**config.mk**
```make
export PLATFORM = sky130hd
export DESIGN_NAME = strap_gpio_mux
export DESIGN_NICKNAME = d
export VERILOG_FILES = /design/src/rtl/strap_gpio_pkg.sv /design/src/rtl/strap_latch.sv /design/src/rtl/gpio_regs.sv /design/src/rtl/pin_mux.sv /design/src/rtl/strap_gpio_mux.sv
export SDC_FILE = /design/constraint.sdc
export NUM_CORES = 1
export LEC_CHECK = 0
export ABC_AREA = 0
export BUFFER_PORTS_ARGS = -buffer_cell sky130_fd_sc_hd__buf_2
export CAP_MARGIN = 20
export CORE_ASPECT_RATIO = 0.7
export CORE_MARGIN = 4
export CORE_UTILIZATION = 50
export CTS_BUF_LIST = sky130_fd_sc_hd__clkbuf_8
export CTS_CLUSTER_SIZE = 30
export DETAILED_ROUTE_END_ITERATION = 12
export PLACE_DENSITY = 0.95
export SLEW_MARGIN = 10
export SYNTH_ARGS = -nofsm -noshare
export SYNTH_HDL_FRONTEND = slang
export SYNTH_SLANG_ARGS = --single-unit
```
**constraint.sdc**
```tcl
create_clock -name clk -period 2.8 [get_ports clk]
set_input_delay 0.14 -clock clk [delete_from_list [all_inputs] [get_ports clk]]
set_output_delay 0.14 -clock clk [all_outputs]
set_load 0.02 [all_outputs]
```
**src/rtl/strap_gpio_pkg.sv**
```systemverilog
package strap_gpio_pkg;

    localparam int CFG_W  = 7;
    localparam int GPIO_W = 9;
    localparam int BOND_W = 3;

    localparam int SB_ADC3    = 0;
    localparam int SB_SDI_SEL = 1;
    localparam int SB_GPIO34  = 2;
    localparam int SB_CID_LO  = 3;
    localparam int SB_EE_DLY  = 6;

    localparam logic [GPIO_W-1:0] DIR_RESET = 9'h0AB;
    localparam logic [GPIO_W-1:0] ADC3_BITS = 9'h1E0;
    localparam logic [GPIO_W-1:0] SLV_BITS  = 9'h018;

    localparam logic [1:0] SEL_DIR = 2'd0;
    localparam logic [1:0] SEL_OUT = 2'd1;
    localparam logic [1:0] SEL_CTL = 2'd2;

    typedef enum logic [1:0] {
        ST_HOLD   = 2'd0,
        ST_SAMPLE = 2'd1,
        ST_RUN    = 2'd2
    } phase_e;

endpackage

```
**src/rtl/strap_latch.sv**
```systemverilog
module strap_latch
    import strap_gpio_pkg::*;
#(
    parameter int CW = CFG_W,
    parameter int BW = BOND_W
) (
    input  logic          clk,
    input  logic          rst_n,
    input  logic [CW-1:0] cfg_pin_i,
    input  logic [BW-1:0] bond_pin_i,
    output phase_e        phase_o,
    output logic [CW-1:0] strap_o,
    output logic [BW-1:0] bond_o
);

    phase_e state_q;
    phase_e state_d;

    always_comb begin
        state_d = state_q;
        unique case (state_q)
            ST_HOLD:   state_d = ST_SAMPLE;
            ST_SAMPLE: state_d = ST_RUN;
            ST_RUN:    state_d = ST_RUN;
            default:   state_d = ST_HOLD;
        endcase
    end

    always_ff @(posedge clk or negedge rst_n) begin
        if (!rst_n) state_q <= ST_HOLD;
        else        state_q <= state_d;
    end

    // Capture registers are deliberately not cleared by reset so that the
    // recorded configuration survives until the next release.
    always_ff @(posedge clk) begin
        if (state_q == ST_SAMPLE) begin
            strap_o <= cfg_pin_i;
            bond_o  <= bond_pin_i;
        end
    end

    assign phase_o = state_q;

endmodule

```
**src/rtl/gpio_regs.sv**
```systemverilog
module gpio_regs
    import strap_gpio_pkg::*;
#(
    parameter int W           = GPIO_W,
    parameter int SYNC_STAGES = 2
) (
    input  logic         clk,
    input  logic         rst_n,
    input  logic         wr_en_i,
    input  logic [1:0]   wr_sel_i,
    input  logic [W-1:0] wr_data_i,
    input  logic [W-1:0] lock_i,
    input  logic [W-1:0] pin_i,
    output logic [W-1:0] dir_o,
    output logic [W-1:0] out_o,
    output logic         pol_o,
    output logic [W-1:0] rd_o
);

    logic [W-1:0] sync_q [SYNC_STAGES];

    always_ff @(posedge clk or negedge rst_n) begin
        if (!rst_n) begin
            dir_o <= DIR_RESET[W-1:0];
            out_o <= '0;
            pol_o <= 1'b0;
        end else if (wr_en_i) begin
            unique case (wr_sel_i)
                SEL_DIR: dir_o <= (dir_o & lock_i) | (wr_data_i & ~lock_i);
                SEL_OUT: out_o <= (out_o & lock_i) | (wr_data_i & ~lock_i);
                SEL_CTL: pol_o <= wr_data_i[0];
                default: ;
            endcase
        end
    end

    generate
        for (genvar st = 0; st < SYNC_STAGES; st++) begin : g_sync
            if (st == 0) begin : g_first
                always_ff @(posedge clk or negedge rst_n) begin
                    if (!rst_n) sync_q[st] <= '0;
                    else        sync_q[st] <= pin_i;
                end
            end else begin : g_next
                always_ff @(posedge clk or negedge rst_n) begin
                    if (!rst_n) sync_q[st] <= '0;
                    else        sync_q[st] <= sync_q[st-1];
                end
            end
        end
    endgenerate

    assign rd_o = sync_q[SYNC_STAGES-1];

endmodule

```
**src/rtl/pin_mux.sv**
```systemverilog
module pin_mux
    import strap_gpio_pkg::*;
#(
    parameter int CW = CFG_W,
    parameter int W  = GPIO_W
) (
    input  logic          clk,
    input  logic          rst_n,
    input  phase_e        phase_i,
    input  logic          sdi_sel_i,
    input  logic          ee_dly_i,
    input  logic [W-1:0]  own_i,
    input  logic [W-1:0]  dir_i,
    input  logic [W-1:0]  out_i,
    input  logic          pol_i,
    input  logic [W-1:0]  alt_out_i,
    input  logic [W-1:0]  alt_oe_i,
    input  logic [CW-1:0] cfg_func_i,
    input  logic          shared_sdi_i,
    input  logic          codec_rst_req_i,
    output logic [CW-1:0] cfg_pin_o,
    output logic [CW-1:0] cfg_pin_oe,
    output logic [W-1:0]  gpio_pin_o,
    output logic [W-1:0]  gpio_pin_oe,
    output logic          aclink_sdi1_o,
    output logic          adc1_sdin1_o,
    output logic          codec_rst_pin_o
);

    logic run;
    logic ee_cs_q;

    assign run = (phase_i == ST_RUN);

    always_ff @(posedge clk or negedge rst_n) begin
        if (!rst_n) ee_cs_q <= 1'b0;
        else        ee_cs_q <= cfg_func_i[CW-1];
    end

    always_comb begin
        cfg_pin_o         = cfg_func_i;
        cfg_pin_o[CW-1]   = ee_dly_i ? ee_cs_q : cfg_func_i[CW-1];
        cfg_pin_oe        = {CW{run}};
    end

    generate
        for (genvar b = 0; b < W; b++) begin : g_bit
            always_comb begin
                if (own_i[b]) begin
                    gpio_pin_o[b]  = alt_out_i[b];
                    gpio_pin_oe[b] = run & alt_oe_i[b];
                end else begin
                    gpio_pin_o[b]  = out_i[b];
                    gpio_pin_oe[b] = run & dir_i[b];
                end
            end
        end
    endgenerate

    assign aclink_sdi1_o   = run &  sdi_sel_i & shared_sdi_i;
    assign adc1_sdin1_o    = run & ~sdi_sel_i & shared_sdi_i;
    assign codec_rst_pin_o = pol_i ? codec_rst_req_i : ~codec_rst_req_i;

endmodule

```
**src/rtl/strap_gpio_mux.sv**
```systemverilog
module strap_gpio_mux
    import strap_gpio_pkg::*;
(
    input  logic              clk,
    input  logic              rst_n,
    input  logic [CFG_W-1:0]  cfg_pin_i,
    input  logic [CFG_W-1:0]  cfg_func_i,
    output logic [CFG_W-1:0]  cfg_pin_o,
    output logic [CFG_W-1:0]  cfg_pin_oe,
    input  logic [BOND_W-1:0] bond_pin_i,
    input  logic [GPIO_W-1:0] gpio_pin_i,
    input  logic [GPIO_W-1:0] alt_out_i,
    input  logic [GPIO_W-1:0] alt_oe_i,
    output logic [GPIO_W-1:0] gpio_pin_o,
    output logic [GPIO_W-1:0] gpio_pin_oe,
    output logic [GPIO_W-1:0] gpio_rd_o,
    input  logic              shared_sdi_i,
    output logic              aclink_sdi1_o,
    output logic              adc1_sdin1_o,
    input  logic              wr_en_i,
    input  logic [1:0]        wr_sel_i,
    input  logic [GPIO_W-1:0] wr_data_i,
    input  logic              codec_rst_req_i,
    output logic              codec_rst_pin_o,
    output logic [CFG_W-1:0]  strap_o,
    output logic [BOND_W-1:0] bond_id_o
);

    phase_e            phase_w;
    logic [CFG_W-1:0]  strap_w;
    logic [GPIO_W-1:0] own_w;
    logic [GPIO_W-1:0] lock_w;
    logic [GPIO_W-1:0] dir_w;
    logic [GPIO_W-1:0] out_w;
    logic              pol_w;
    logic              run_w;

    strap_latch #(.CW(CFG_W), .BW(BOND_W)) i_latch (
        .clk        (clk),
        .rst_n      (rst_n),
        .cfg_pin_i  (cfg_pin_i),
        .bond_pin_i (bond_pin_i),
        .phase_o    (phase_w),
        .strap_o    (strap_w),
        .bond_o     (bond_id_o)
    );

    assign run_w = (phase_w == ST_RUN);
    assign own_w = ({GPIO_W{strap_w[SB_ADC3]}}    & ADC3_BITS)
                 | ({GPIO_W{~strap_w[SB_GPIO34]}} & SLV_BITS);
    // Before RUN every bit is locked so no write lands on an unknown mask.
    assign lock_w = run_w ? own_w : {GPIO_W{1'b1}};

    gpio_regs #(.W(GPIO_W), .SYNC_STAGES(2)) i_regs (
        .clk       (clk),
        .rst_n     (rst_n),
        .wr_en_i   (wr_en_i),
        .wr_sel_i  (wr_sel_i),
        .wr_data_i (wr_data_i),
        .lock_i    (lock_w),
        .pin_i     (gpio_pin_i),
        .dir_o     (dir_w),
        .out_o     (out_w),
        .pol_o     (pol_w),
        .rd_o      (gpio_rd_o)
    );

    pin_mux #(.CW(CFG_W), .W(GPIO_W)) i_mux (
        .clk             (clk),
        .rst_n           (rst_n),
        .phase_i         (phase_w),
        .sdi_sel_i       (strap_w[SB_SDI_SEL]),
        .ee_dly_i        (strap_w[SB_EE_DLY]),
        .own_i           (lock_w),
        .dir_i           (dir_w),
        .out_i           (out_w),
        .pol_i           (pol_w),
        .alt_out_i       (alt_out_i),
        .alt_oe_i        (alt_oe_i),
        .cfg_func_i      (cfg_func_i),
        .shared_sdi_i    (shared_sdi_i),
        .codec_rst_req_i (codec_rst_req_i),
        .cfg_pin_o       (cfg_pin_o),
        .cfg_pin_oe      (cfg_pin_oe),
        .gpio_pin_o      (gpio_pin_o),
        .gpio_pin_oe     (gpio_pin_oe),
        .aclink_sdi1_o   (aclink_sdi1_o),
        .adc1_sdin1_o    (adc1_sdin1_o),
        .codec_rst_pin_o (codec_rst_pin_o)
    );

    assign strap_o = strap_w;

endmodule

```
=== Yosys cells after proc, flatten, opt, wreduce, memory -nomap -nowiden ===
Cells that the tools add are included.

* Register bits: 50
* Input bits: 60
* Output and inout port bits: 54
* Word-level logic and storage cells: 73

* Equality and inequality tests: 4
* Muxes and demuxes: 22
* Bitwise logic cells: 32
* Reductions and logical operators: 6

{| class="wikitable"
|+ Operator list
! kind !! count
|-
| bitwise AND 9 bit || 3
|-
| bitwise AND 1 bit || 22
|-
| two-way mux 1 bit || 20
|-
| bitwise OR 9 bit || 2
|-
| two-way mux 9 bit || 1
|-
| NOT 9 bit || 1
|-
| bitwise OR 9 x 5 -> 9 bit || 1
|-
| AND reduction 2 bit || 3
|-
| == test 2 x 1 -> 1 bit, second input constant || 2
|-
| == test 2 bit, second input constant || 2
|-
| logical NOT 2 bit || 2
|-
| one-hot mux 2 bit (2 select lines) || 1
|-
| NOT 1 bit || 3
|-
| OR reduction 2 bit || 1
|}

=== Longest topological paths before layout ===
Gate-level depths: netlist of run 1.

* Word-level depth: 6
* Mapped depth: 7
* Depth with buffers taken out: 5

=== Hierarchy ===
From an unflattened synthesis of run 1, not the netlist that was laid out.

* Cell total of the unflattened synthesis: 154
* Area total of the unflattened synthesis: 2338.5 µm²

{| class="wikitable"
|+ By module, submodules not included
! module !! instances !! cells an instance !! area each (µm²) !! seq. area each (µm²)
|-
| gpio_regs || 1 || 87 || 1516.5 || 932.1
|-
| pin_mux || 1 || 48 || 415.4 || 25.0
|-
| strap_latch || 1 || 16 || 382.9 || 350.3
|-
| strap_gpio_mux || 1 || 3 || 23.8 || 0.0
|}

=== Worst setup path after synthesis of run 1 ===
Ideal clock, no wire load.

* Kind: register to output
* Start: register i_latch.state_q[0] (netlist: i_latch.phase_o[0])
* End: output port gpio_pin_oe[6]
* Arrival: 1722 ps
* Data required time: 2660 ps
* Slack: 938 ps
* Stages on the path, launching flop included: 8
* Path buffers: 2
* Cells stage by stage: dfrtp_1 > inv_1 > ha_1 > buf_6 > and2b_1 > buf_6 > nand2_1 > a21boi_0

* Longest elaborated chain between the ends: 3
* Elaborated cells between the ends (all ways): 5
* Classes of those cells: eq/ne (1); mux (2); bitwise (2)

{| class="wikitable"
|+ Ends and longest elaborated chain
! element !! line !! source
|-
| start: declaration || strap_latch.sv:16 || <nowiki>phase_e state_q;</nowiki>
|-
| start signal: assignment || strap_latch.sv:31 || <nowiki>else state_q <= state_d;</nowiki>
|-
| == test 2 bit * || pin_mux.sv:33 || <nowiki>assign run = (phase_i == ST_RUN);</nowiki>
|-
| net i_mux.run || pin_mux.sv:30 || <nowiki>logic run;</nowiki>
|-
| bitwise AND 1 bit, or another cell as far along || pin_mux.sv:54 || <nowiki>gpio_pin_oe[b] = run & dir_i[b];</nowiki>
|-
| two-way mux 1 bit * || pin_mux.sv:49 || <nowiki>if (own_i[b]) begin</nowiki>
|-
| end: declaration || strap_gpio_mux.sv:15 || <nowiki>output logic [GPIO_W-1:0] gpio_pin_oe,</nowiki>
|}

The timed path passes the listed nets; every way through them passes the cells marked *.

=== Final worst setup path of run 1 ===
* Start: register i_latch.state_q[0] (netlist: i_latch.phase_o[0])
* End: output port gpio_pin_oe[8]

* Longest elaborated chain between the ends: 3
* Elaborated cells between the ends (all ways): 5
* Classes of those cells: eq/ne (1); mux (2); bitwise (2)

{| class="wikitable"
|+ Ends and longest elaborated chain
! element !! line
|-
| == test 2 bit * || pin_mux.sv:33, strap_gpio_mux.sv:48
|-
| bitwise AND 1 bit, or another cell as far along || pin_mux.sv:54
|-
| two-way mux 1 bit * || pin_mux.sv:49
|}

Every way passes the cells marked *; elsewhere a longest branch is shown, timed or not.

==> run metrics, run 1 <==
outcome complete, no violations; # placed instances 287; DR iter-0 viols 44; clock tree root driver cell sky130_fd_sc_hd__clkbuf_8; number of I/O port buffers 101; Reg clk slew, reported paths 0.10 ns; routability-driven placement congestion ratio 0.730; top-level I/O count 114; class of the most critical hold timing path in -> reg; unrepaired setup endpoints after global routing false; Top Family by Delay on Critical Path buffers and inverters; Layout Nets 325; average wire per standard cell 15.1 um; share of flip-flops with an asynchronous set or reset 80.0%; Req. time, crit path 2.66 ns; PD cells 571 nW/um^2; maximum clock skew at final layout 0.00870 ns; Placeable Area 4070 um^2; setup slack after layout 0.665 ns; VDD IR max 0.000488 V; Comb power frac 16.7%; overall overflow remaining after global route 0; # rows 19; syn_nets 225; final setup TNS 0 ns; synthesized instance count 161; Layout area overhead 30.7%; ordered list of cells on the worst path inv_1 -> ha_1 -> buf_4 -> and2b_1 -> nand2_1 -> a21boi_0 -> buf_2; most used standard cells in the synthesized netlist sky130_fd_sc_hd__dfrtp_1 (35), sky130_fd_sc_hd__buf_4 (24), sky130_fd_sc_hd__mux2_2 (23); number of enable flip-flop cells after synthesis 10; pin count of the biggest net entering global routing 41; number of fill cells 299; CTS Hold Bufs 11; post-CTS repair timing setup buffer count 0; dpl hpwl 3360 um; final worst hold slack 0.00311 ns; total leakage power 1.42 nW; Die H 63.4 um; Clock Sink Count 50; dominant cell by count in the synthesized netlist sky130_fd_sc_hd__dfrtp_1; maximum fanout along the worst path 18; part of the power in the clock network 31.5%; Cell variety after synth 28; wire length of the first global-routing pass 7320 um; library cell occupying the most area in the post-synthesis netlist sky130_fd_sc_hd__dfrtp_1; Slew Limit Fails 0; layout cells sized above 1 55.7%; combinational family with the most area after synthesis multiplexers; Ys Warns 0; fraction of power spent switching nets 25.1%; total inserted antenna cells 0; flip-flop and latch count after synthesis 50; Area contributors post-synth sky130_fd_sc_hd__dfrtp_1 (40%), sky130_fd_sc_hd__edfxtp_1 (14%), sky130_fd_sc_hd__mux2_2 (12%), sky130_fd_sc_hd__buf_4 (8.2%), sky130_fd_sc_hd__dfstp_2 (6.0%); sequential element share of the synthesized area 59.6%; final worst-path cycle share 76.3%; area fraction in compound gates after synthesis 1.37%; internal power 1.23 mW; total length of routed wires 4760 um; MaxCap Viol Count 0; clock latency at the later pin of the worst-skew pair 0.30 ns; non-filler instance count after layout 314; clock tree from TritonCTS built; peak clock frequency supported by timing 0.468 GHz; count of TritonRoute iterations in the first routing pass 4; Post-Syn Area per Cell 13.6 um^2; Tmin final 2.14 ns; multiplexer fraction of the synthesized cell area 15.5%; Worst Setup Start Kind flop; detailed-route DRC error count 0; hold violation count in the final report 0; element type at the critical path end output port; Resized cells post-CTS 0; post-placement setup slack 0.939 ns; clock buffers created by TritonCTS 5; synthesized-area fraction occupied by adder cells 2.28%; Synth Area in Simple Gates 10.9%; Clock Tree Buf Depth 2; via count 1506; die span in x 87.2 um; Max-Slew Margin vs Limit 44.0%; Total Routing Usage GR 17.1%; Synth Flop Type sky130_fd_sc_hd__dfrtp_1; number of antenna violations at the first check in global routing 0; reported net switching power 0.411 mW; full die area 5530 um^2; routed vias/inst 4.80; critical path start-end classification reg -> out; slowest cell on the critical path sky130_fd_sc_hd__dfrtp_1; vias in the first global route 1609; effective utilization at floorplan 54.0%; final setup violation count 0; post-route ant nets 0; Yosys top cell area share 39.9%; delay of the slowest cell on the worst path 0.41 ns; number of buffers and inverters on the critical path 3; H-Tree Depth 2; Worst-Margin Slew 0.840 ns; Sequential Power Share 51.7%; arrival time of data at the critical path endpoint 2.00 ns; xor/xnor cell area share of the yosys netlist 0.399%; mapped cell area 2190 um^2
[routing by layer]
layer	share of wire [%]	GRT usage (%)
met1	38	19.6
met2	52	29.5
met3	8.7	5.99
met4	1.2	6.13
met5	0	0
[power by group through the flow]
| stage | combinational [mW] | sequential [mW] | clock, mW |
|---|---|---|---|
| 5_1_grt | 0.300 | 0.854 | 0.562 |
| 2_1_floorplan | 0.175 | 0.849 | 0 |
| 6_report | 0.274 | 0.847 | 0.516 |
| 3_3_place_gp | 0.248 | 0.858 | 0 |
| 3_5_place_dp | 0.255 | 0.860 | 0 |
| 4_1_cts | 0.266 | 0.847 | 0.514 |
[kinds of logic after synthesis]
kind of cell | after synthesis
flip-flops | 50
AND/OR/NAND/NOR | 42
buffers and inverters | 30
multiplexers | 30
AO/OA/AOI/OAI | 4
adder cells (fa/ha/maj) | 4
XOR/XNOR | 1
[metrics by stage]
step	instance area, um^2	utilization [%]	total power, mW
4_1_cts	2790	68.6	1.63
2_1_floorplan	2190	-	1.02
6_report	2870	70.5	1.64
5_1_grt	2870	70.5	1.72
3_3_place_gp	2560	63.0	1.11
3_5_place_dp	2560	63.0	1.12
[worst register-to-register path, delay by kind of cell, from the launching register on]
family / cells / cell delay, ns
adder cells (fa/ha/maj): 1 / 0.44
flip-flops: 1 / 0.41
AND/OR/NAND/NOR: 2 / 0.49
multiplexers: 1 / 0.33
buffers and inverters: 1 / 0.11
[path summary, 6_finish.rpt]
| check | startpoint | to | slack (ns) | cells after the start |
|---|---|---|---|---|
| worst min-delay path | bond_pin_i[1] | i_latch.bond_o[1]$_DFFE_PN_ | 0.003 | 1 |
| max in group asynchronous | rst_n | i_regs.sync_q[11]$_DFF_PN0_ | 1.79 | 2 |
| min in group asynchronous | rst_n | i_regs.rd_o[0]$_DFF_PN0_ | 0.47 | 2 |
| worst min register to register | i_regs.sync_q[10]$_DFF_PN0_ | i_regs.rd_o[1]$_DFF_PN0_ | 0.36 | 0 |
| worst max-delay path | i_latch.phase_o[0]$_DFF_PN0_ | gpio_pin_oe[8] | 0.66 | 7 |
| worst max register to register | i_latch.phase_o[0]$_DFF_PN0_ | flop | 0.92 | 5 |
[cell usage in the layout, fill, tap and decap left out, types with 3 or more instances in the layout]
| master | instances |
|---|---|
| sky130_fd_sc_hd__buf_2 | 101 |
| sky130_fd_sc_hd__edfxtp_1 | 10 |
| sky130_fd_sc_hd__ha_1 | 4 |
| sky130_fd_sc_hd__mux2_2 | 23 |
| sky130_fd_sc_hd__nand2_1 | 22 |
| sky130_fd_sc_hd__dfrtp_1 | 35 |
| sky130_fd_sc_hd__a21boi_0 | 4 |
| sky130_fd_sc_hd__nor2_1 | 3 |
| sky130_fd_sc_hd__dlygate4sd3_1 | 19 |
| sky130_fd_sc_hd__nor2b_1 | 5 |
| sky130_fd_sc_hd__dfstp_2 | 5 |
| sky130_fd_sc_hd__clkbuf_8 | 5 |
| sky130_fd_sc_hd__mux2i_1 | 5 |
[area by class of cell]
type	count	area (um^2)	share of cell area [%]
clock inverters	3	48.8	1.70
multi-input cells	81	667	23.3
clock buffers	5	68.8	2.40
inverters	2	7.51	0.262
repair buffers	121	703	24.5
flip-flops and latches	50	1310	45.6
well taps	52	65.1	2.27
Note: power is estimated with default switching activity, not from simulation.
==> run 2, diff against run 1 <==
Settings changed: CORE_UTILIZATION 50 to 42, PLACE_DENSITY 0.95 to 0.86.
Clock period 2.8 ns to 1.9 ns, I/O delays scaled along.
==> run metrics, run 2 (same netlist as run 1, synthesis figures left out) <==
outcome complete, no violations; number of I/O port buffers 101 (unchanged); Req. time, crit path 1.80 ns (-0.86 ns); routability-driven placement congestion ratio 0.661 (-9.5%); Worst-Margin Slew 0.850 ns (+0.00932 ns); Total Routing Usage GR 14.6% (-2.6 points); Reg clk slew, reported paths 0.10 ns (about the same); hold_sp wr_data_i[3]; wire length of the first global-routing pass 7030 um (-3.9%); Reg2Reg Depth 6 (+1); element type at the critical path end output port; max layer used met4; slowest cell on the critical path sky130_fd_sc_hd__dfrtp_1; ordered list of cells on the worst path inv_1 -> ha_2 -> buf_4 -> mux2_2 -> buf_2; part of the power in the clock network 27.1% (-4.4 points); final worst hold slack 0.0399 ns (+0.0368 ns); reported net switching power 0.595 mW (+45%); H-Tree Depth 2 (unchanged); final setup TNS 0 ns (unchanged); internal power 1.67 mW (+36%); clock tree from TritonCTS built; count of TritonRoute iterations in the first routing pass 4 (unchanged); average wire per standard cell 13.6 um (-10%); critical path start-end classification reg -> out; most used cells in the layout excluding fill and tap cells sky130_fd_sc_hd__buf_2 (100), sky130_fd_sc_hd__dfrtp_1 (35), sky130_fd_sc_hd__mux2_2 (23), sky130_fd_sc_hd__nand2_1 (22), sky130_fd_sc_hd__dlygate4sd3_1 (21); routed vias/inst 4.41 (-8.0%); DR iter-0 viols 29 (-34%); Layout Nets 332 (+2.2%); Comb power frac 18.0% (+1.3 points); final worst-path cycle share 95.4%; clock buffers created by TritonCTS 5 (unchanged); MaxCap Viol Count 0 (unchanged); clock tree root driver cell sky130_fd_sc_hd__clkbuf_8; clock latency at the later pin of the worst-skew pair 0.31 ns (about the same); effective utilization at floorplan 44.6% (-9.3 points); Max-Slew Margin vs Limit 43.4% (-0.62 points); number of antenna violations at the first check in global routing 0 (unchanged); Layout area overhead 33.9%; Placeable Area 4910 um^2 (+21%); Clock Tree Buf Depth 2 (unchanged); via count 1492 (-0.93%); delay of the slowest cell on the worst path 0.40 ns (about the same); arrival time of data at the critical path endpoint 1.72 ns (-0.28 ns); dpl hpwl 3410 um (+1.6%); maximum clock skew at final layout 0.0125 ns (+0.00375 ns); peak clock frequency supported by timing 0.551 GHz; VDD IR max 0.000524 V (+7.5%); final setup violation count 0 (unchanged); metal3 WL 487 um (+17%); fraction of power spent switching nets 26.3% (+1.2 points); Sequential Power Share 54.9% (+3.2 points); Clock Sink Count 50 (unchanged); pin count of the biggest net entering global routing 41 (unchanged); full die area 6460 um^2 (+17%); layout cells sized above 1 56.9% (+1.2 points); total leakage power 1.44 nW (+1.3%); total routed wire length on the met1 layer 1970 um (+8.2%); Worst Setup Start Kind flop; Reg2Reg Setup Slack 0.31 ns (-0.61 ns); hold violation count in the final report 0 (unchanged); Tmin final 1.81 ns; vias in the first global route 1528 (-5.0%); overall overflow remaining after global route 0 (unchanged); maximum fanout along the worst path 5 (-13); post-route ant nets 0 (unchanged); most common library cell in the layout ignoring fill and taps sky130_fd_sc_hd__buf_2; class of the most critical hold timing path in -> reg; total length of routed wires 4590 um (-3.5%); PD cells 771 nW/um^2 (+35%); total inserted antenna cells 0 (unchanged); reg-to-reg critical path startpoint i_latch.phase_o[0]$_DFF_PN0_; DR WL met2 2080 um (-15%); number of stages on the worst hold path 2 (+1); Slew Limit Fails 0 (unchanged); unrepaired setup endpoints after global routing true; # rows 21 (+2); die span in x 94.4 um (+8.3%); top-level I/O count 114 (unchanged); detailed-route DRC error count 0 (unchanged); Die H 68.5 um (+8.0%)
## run 2: cell types whose count changed in the layout (fill, tap and decap cells not counted), sizes merged
| cell | before | now |
|---|---|---|
| buf | 102 | 107 |
| bufinv | 1 | 0 |
| clkinv | 0 | 1 |
| dlygate4sd3 | 19 | 21 |
## run 2: metrics by stage
stage               area (um^2)  setup WS (ns)  utilization [%]  std cells  total power [mW]
detailed placement         2600          0.194             53.0        307              1.64
CTS                        2900         0.0128             59.1        336              2.29
finish                     2940         0.0867             59.8        338              2.26
global route               2940        -0.0247             59.8        338              2.38
global placement           2600          0.278             53.0        307              1.63
floorplan                  2190         0.0833                -        161              1.51
## run 2: timing repair
item                                    CTS  global route
buffers inserted                          0             2
resized for setup                         1             5
hold buffers                             21             0
endpoints found under the setup margin    4             6
endpoints found under the hold margin    55             0
## run 2: cell type report
class / instances / area [um^2]
inverter: 2 / 7.51
timing repair buffer: 128 / 763
fill: 416 / 1980
tap: 69 / 86.3
clock buffer: 5 / 68.8
sequential: 50 / 1310
clock inverter: 3 / 20.0
multi-input combinational: 81 / 684
## run 2: per-layer routing
metal,track usage (%),vias up
met5,0,-
li1,-,724
met4,4.50,0
met2,23.9,68
met3,5.82,8
met1,17.9,692
## run 2: worst max path at each step
stage	startpoint	end	slack [ns]	depth (start not counted)
CTS	i_latch.phase_o[0]$_DFF_PN0_	gpio_pin_o[4]	0.01	5
detailed placement	i_latch.phase_o[0]$_DFF_PN0_	flop	0.19	5
global route	i_latch.phase_o[0]$_DFF_PN0_	gpio_pin_oe[8]	-0.02	6
floorplan	i_latch.phase_o[0]$_DFF_PN0_	gpio_pin_oe[6]	0.08	7
global placement	i_latch.phase_o[0]$_DFF_PN0_	flop	0.28	5
finish	i_latch.phase_o[0]$_DFF_PN0_	gpio_pin_o[2]	0.09	5
## run 2: power by group through the flow
stage	combinational (mW)	sequential, mW	clock [mW]
after CTS	0.411	1.25	0.630
after floorplan	0.257	1.25	0
after global routing	0.444	1.26	0.686
after detailed placement	0.376	1.27	0
after global placement	0.368	1.26	0
final	0.407	1.24	0.613
## run 2: critical path: cells and delay by family, from the launching register on
kind,cells,cell delay [ns]
mux,1,0.33
flops,1,0.40
fa+ha+maj,1,0.23
buf+inv,3,0.45
==> run 3, diff against run 2 <==
--- a/config.mk
+++ b/config.mk
@@ -12,3 +12,3 @@
 export CORE_MARGIN = 4
-export CORE_UTILIZATION = 42
+export CORE_UTILIZATION = 47
 export CTS_BUF_LIST = sky130_fd_sc_hd__clkbuf_8
@@ -16,3 +16,3 @@
 export DETAILED_ROUTE_END_ITERATION = 12
-export PLACE_DENSITY = 0.86
+export PLACE_DENSITY = 0.91
 export SLEW_MARGIN = 10
==> constraint.sdc (replaced) <==
create_clock -name clk -period 1.7 [get_ports clk]
set_input_delay 0.085 -clock clk [delete_from_list [all_inputs] [get_ports clk]]
set_output_delay 0.085 -clock clk [all_outputs]
set_load 0.005 [all_outputs]
==> run metrics, run 3 (same netlist as run 1, synthesis figures left out) <==
reported net switching power 0.587 mW (-1.3%); reg-to-reg critical path startpoint i_latch.phase_o[0]$_DFF_PN0_; count of TritonRoute iterations in the first routing pass 4 (unchanged); routed vias/inst 4.60 (+4.1%); total length of routed wires 4480 um (-2.3%); Reg2Reg Depth 6 (unchanged); Worst-Margin Slew 0.539 ns (-0.310 ns); overall overflow remaining after global route 0 (unchanged); effective utilization at floorplan 49.5% (+4.9 points); fraction of power spent switching nets 22.5% (-3.8 points); ordered list of cells on the worst path inv_2 -> ha_2 -> buf_6 -> mux2_2 -> buf_2; DR iter-0 viols 42 (+45%); maximum clock skew at final layout 0.00425 ns (-0.00820 ns); routability-driven placement congestion ratio 0.751 (+14%); average wire per standard cell 13.7 um (+1.0%); Slew Limit Fails 0 (unchanged); Max-Slew Margin vs Limit 64.1% (+21 points); number of stages on the worst hold path 2 (unchanged); Total Routing Usage GR 16.9% (+2.4 points); element type at the critical path end output port; # rows 20 (-4.8%); final worst hold slack 0.0285 ns (-0.0115 ns); post-placement setup slack 0.137 ns (-0.0568 ns); via count 1503 (+0.74%); class of the most critical hold timing path in -> reg; most common library cell in the layout ignoring fill and taps sky130_fd_sc_hd__buf_2; Comb power frac 14.2% (-3.8 points); die span in x 89.7 um (-5.0%); Req. time, crit path 1.62 ns (-0.18 ns); most used cells in the layout excluding fill and tap cells sky130_fd_sc_hd__buf_2 (101), sky130_fd_sc_hd__dfrtp_1 (35), sky130_fd_sc_hd__mux2_2 (23), sky130_fd_sc_hd__nand2_1 (21), sky130_fd_sc_hd__dlygate4sd3_1 (21); clock buffers created by TritonCTS 5 (unchanged); total leakage power 1.47 nW (+2.0%); clock latency at the later pin of the worst-skew pair 0.30 ns (about the same); outcome complete, no violations; slowest cell on the critical path sky130_fd_sc_hd__dfrtp_1; clock tree from TritonCTS built; Reg clk slew, reported paths 0.10 ns (about the same); pin count of the biggest net entering global routing 27 (-34%); wire length of the first global-routing pass 7440 um (+5.8%); PD cells 881 nW/um^2 (+14%); Tot Pwr 2.61 mW (+15%); number of antenna violations at the first check in global routing 0 (unchanged); setup slack after layout 0.0440 ns (-0.0426 ns); arrival time of data at the critical path endpoint 1.57 ns (-0.15 ns); part of the power in the clock network 32.6% (+5.5 points); final standard cell area without fillers 2960 um^2 (+0.85%); unrepaired setup endpoints after global routing true; VDD IR max 0.000631 V (+20%); hold_sp wr_data_i[3]; post-route ant nets 0 (unchanged); internal power 2.02 mW (+21%); Sequential Power Share 53.2% (-1.7 points); maximum fanout along the worst path 8 (+3); Reg2Reg Setup Slack 0.14 ns (-0.17 ns); Clock Tree Buf Depth 2 (unchanged); Clock Sink Count 50 (unchanged); final worst-path cycle share 97.4%; peak clock frequency supported by timing 0.604 GHz; critical path start-end classification reg -> out; full die area 5840 um^2 (-9.6%); Layout Nets 335 (+0.90%); Layout area overhead 35.1%; Top Family by Delay on Critical Path flip-flops; detailed-route DRC error count 0 (unchanged); number of buffers and inverters on the critical path 3 (unchanged); final setup violation count 0 (unchanged); top-level I/O count 114 (unchanged); hold violation count in the final report 0 (unchanged); delay of the slowest cell on the worst path 0.40 ns (about the same); Die H 65.2 um (-4.8%); Tmin final 1.66 ns; MaxCap Viol Count 0 (unchanged); clock tree root driver cell sky130_fd_sc_hd__clkbuf_8; layout cells sized above 1 58.1% (+1.2 points); vias in the first global route 1554 (+1.7%); Placeable Area 4430 um^2 (-9.9%); Worst Setup Start Kind flop; total inserted antenna cells 0 (unchanged); H-Tree Depth 2 (unchanged); number of I/O port buffers 101 (unchanged); dpl hpwl 3350 um (-1.7%); post-detailed-placement cell area 2590 um^2 (-0.38%)
-- run 3: changes by cell type in the layout (fill, tap and decap cells not counted), sizes merged --
cell and delta:
buf +3, clkinv -1, bufinv +1
-- run 3: cell type report --
class	instances	area (um^2)
clock inverter	3	48.8
tap	55	68.8
sequential	50	1310
inverter	2	7.51
multi-input combinational	81	674
timing repair buffer	131	787
clock buffer	5	68.8
fill	327	1470
-- run 3: worst max-delay path by stage --
stage                                 startpoint        endpoint  slack [ns]  depth (start not counted)
CTS                 i_latch.phase_o[0]$_DFF_PN0_  gpio_pin_oe[8]       0.009                          6
global placement    i_latch.phase_o[0]$_DFF_PN0_            flop        0.18                          5
finish              i_latch.phase_o[0]$_DFF_PN0_   gpio_pin_o[1]        0.04                          5
global route        i_latch.phase_o[0]$_DFF_PN0_   gpio_pin_o[2]       -0.04                          5
detailed placement  i_latch.phase_o[0]$_DFF_PN0_            flop        0.14                          5
floorplan           i_latch.phase_o[0]$_DFF_PN0_            flop        0.06                          7
-- run 3: repair_timing --
| action | 4_1_cts | 5_1_grt |
|---|---|---|
| endpoints found under the setup margin | 10 | 11 |
| buffers inserted | 2 | 2 |
| resized for setup | 5 | 1 |
| gates cloned | 0 | 0 |
| hold endpoints to repair | 43 | 0 |
| hold buffers | 21 | 0 |
-- run 3: routing by layer --
metal	part of all wire [%]	track usage (%)	vias to the layer above
met5	0	0	-
met4	0.29	5.20	0
met3	11	6.52	2
met2	47	27.2	70
met1	42	21.1	699
li1	-	-	732
-- run 3: through the flow --
stage          instances  TNS, ns  util [%]
6_report             327        0      66.9
2_1_floorplan        161        0         -
5_1_grt              327   -0.245      66.9
4_1_cts              325        0      66.5
3_5_place_dp         294        0      58.6
3_3_place_gp         294        0      58.6
-- run 3: power groups by stage --
stage,Combinational (mW),Clock [mW],Sequential (mW)
after floorplan,0.190,0,1.40
after global placement,0.324,0,1.41
after detailed placement,0.337,0,1.41
after CTS,0.375,0.871,1.39
after global routing,0.417,0.923,1.40
final,0.370,0.851,1.39
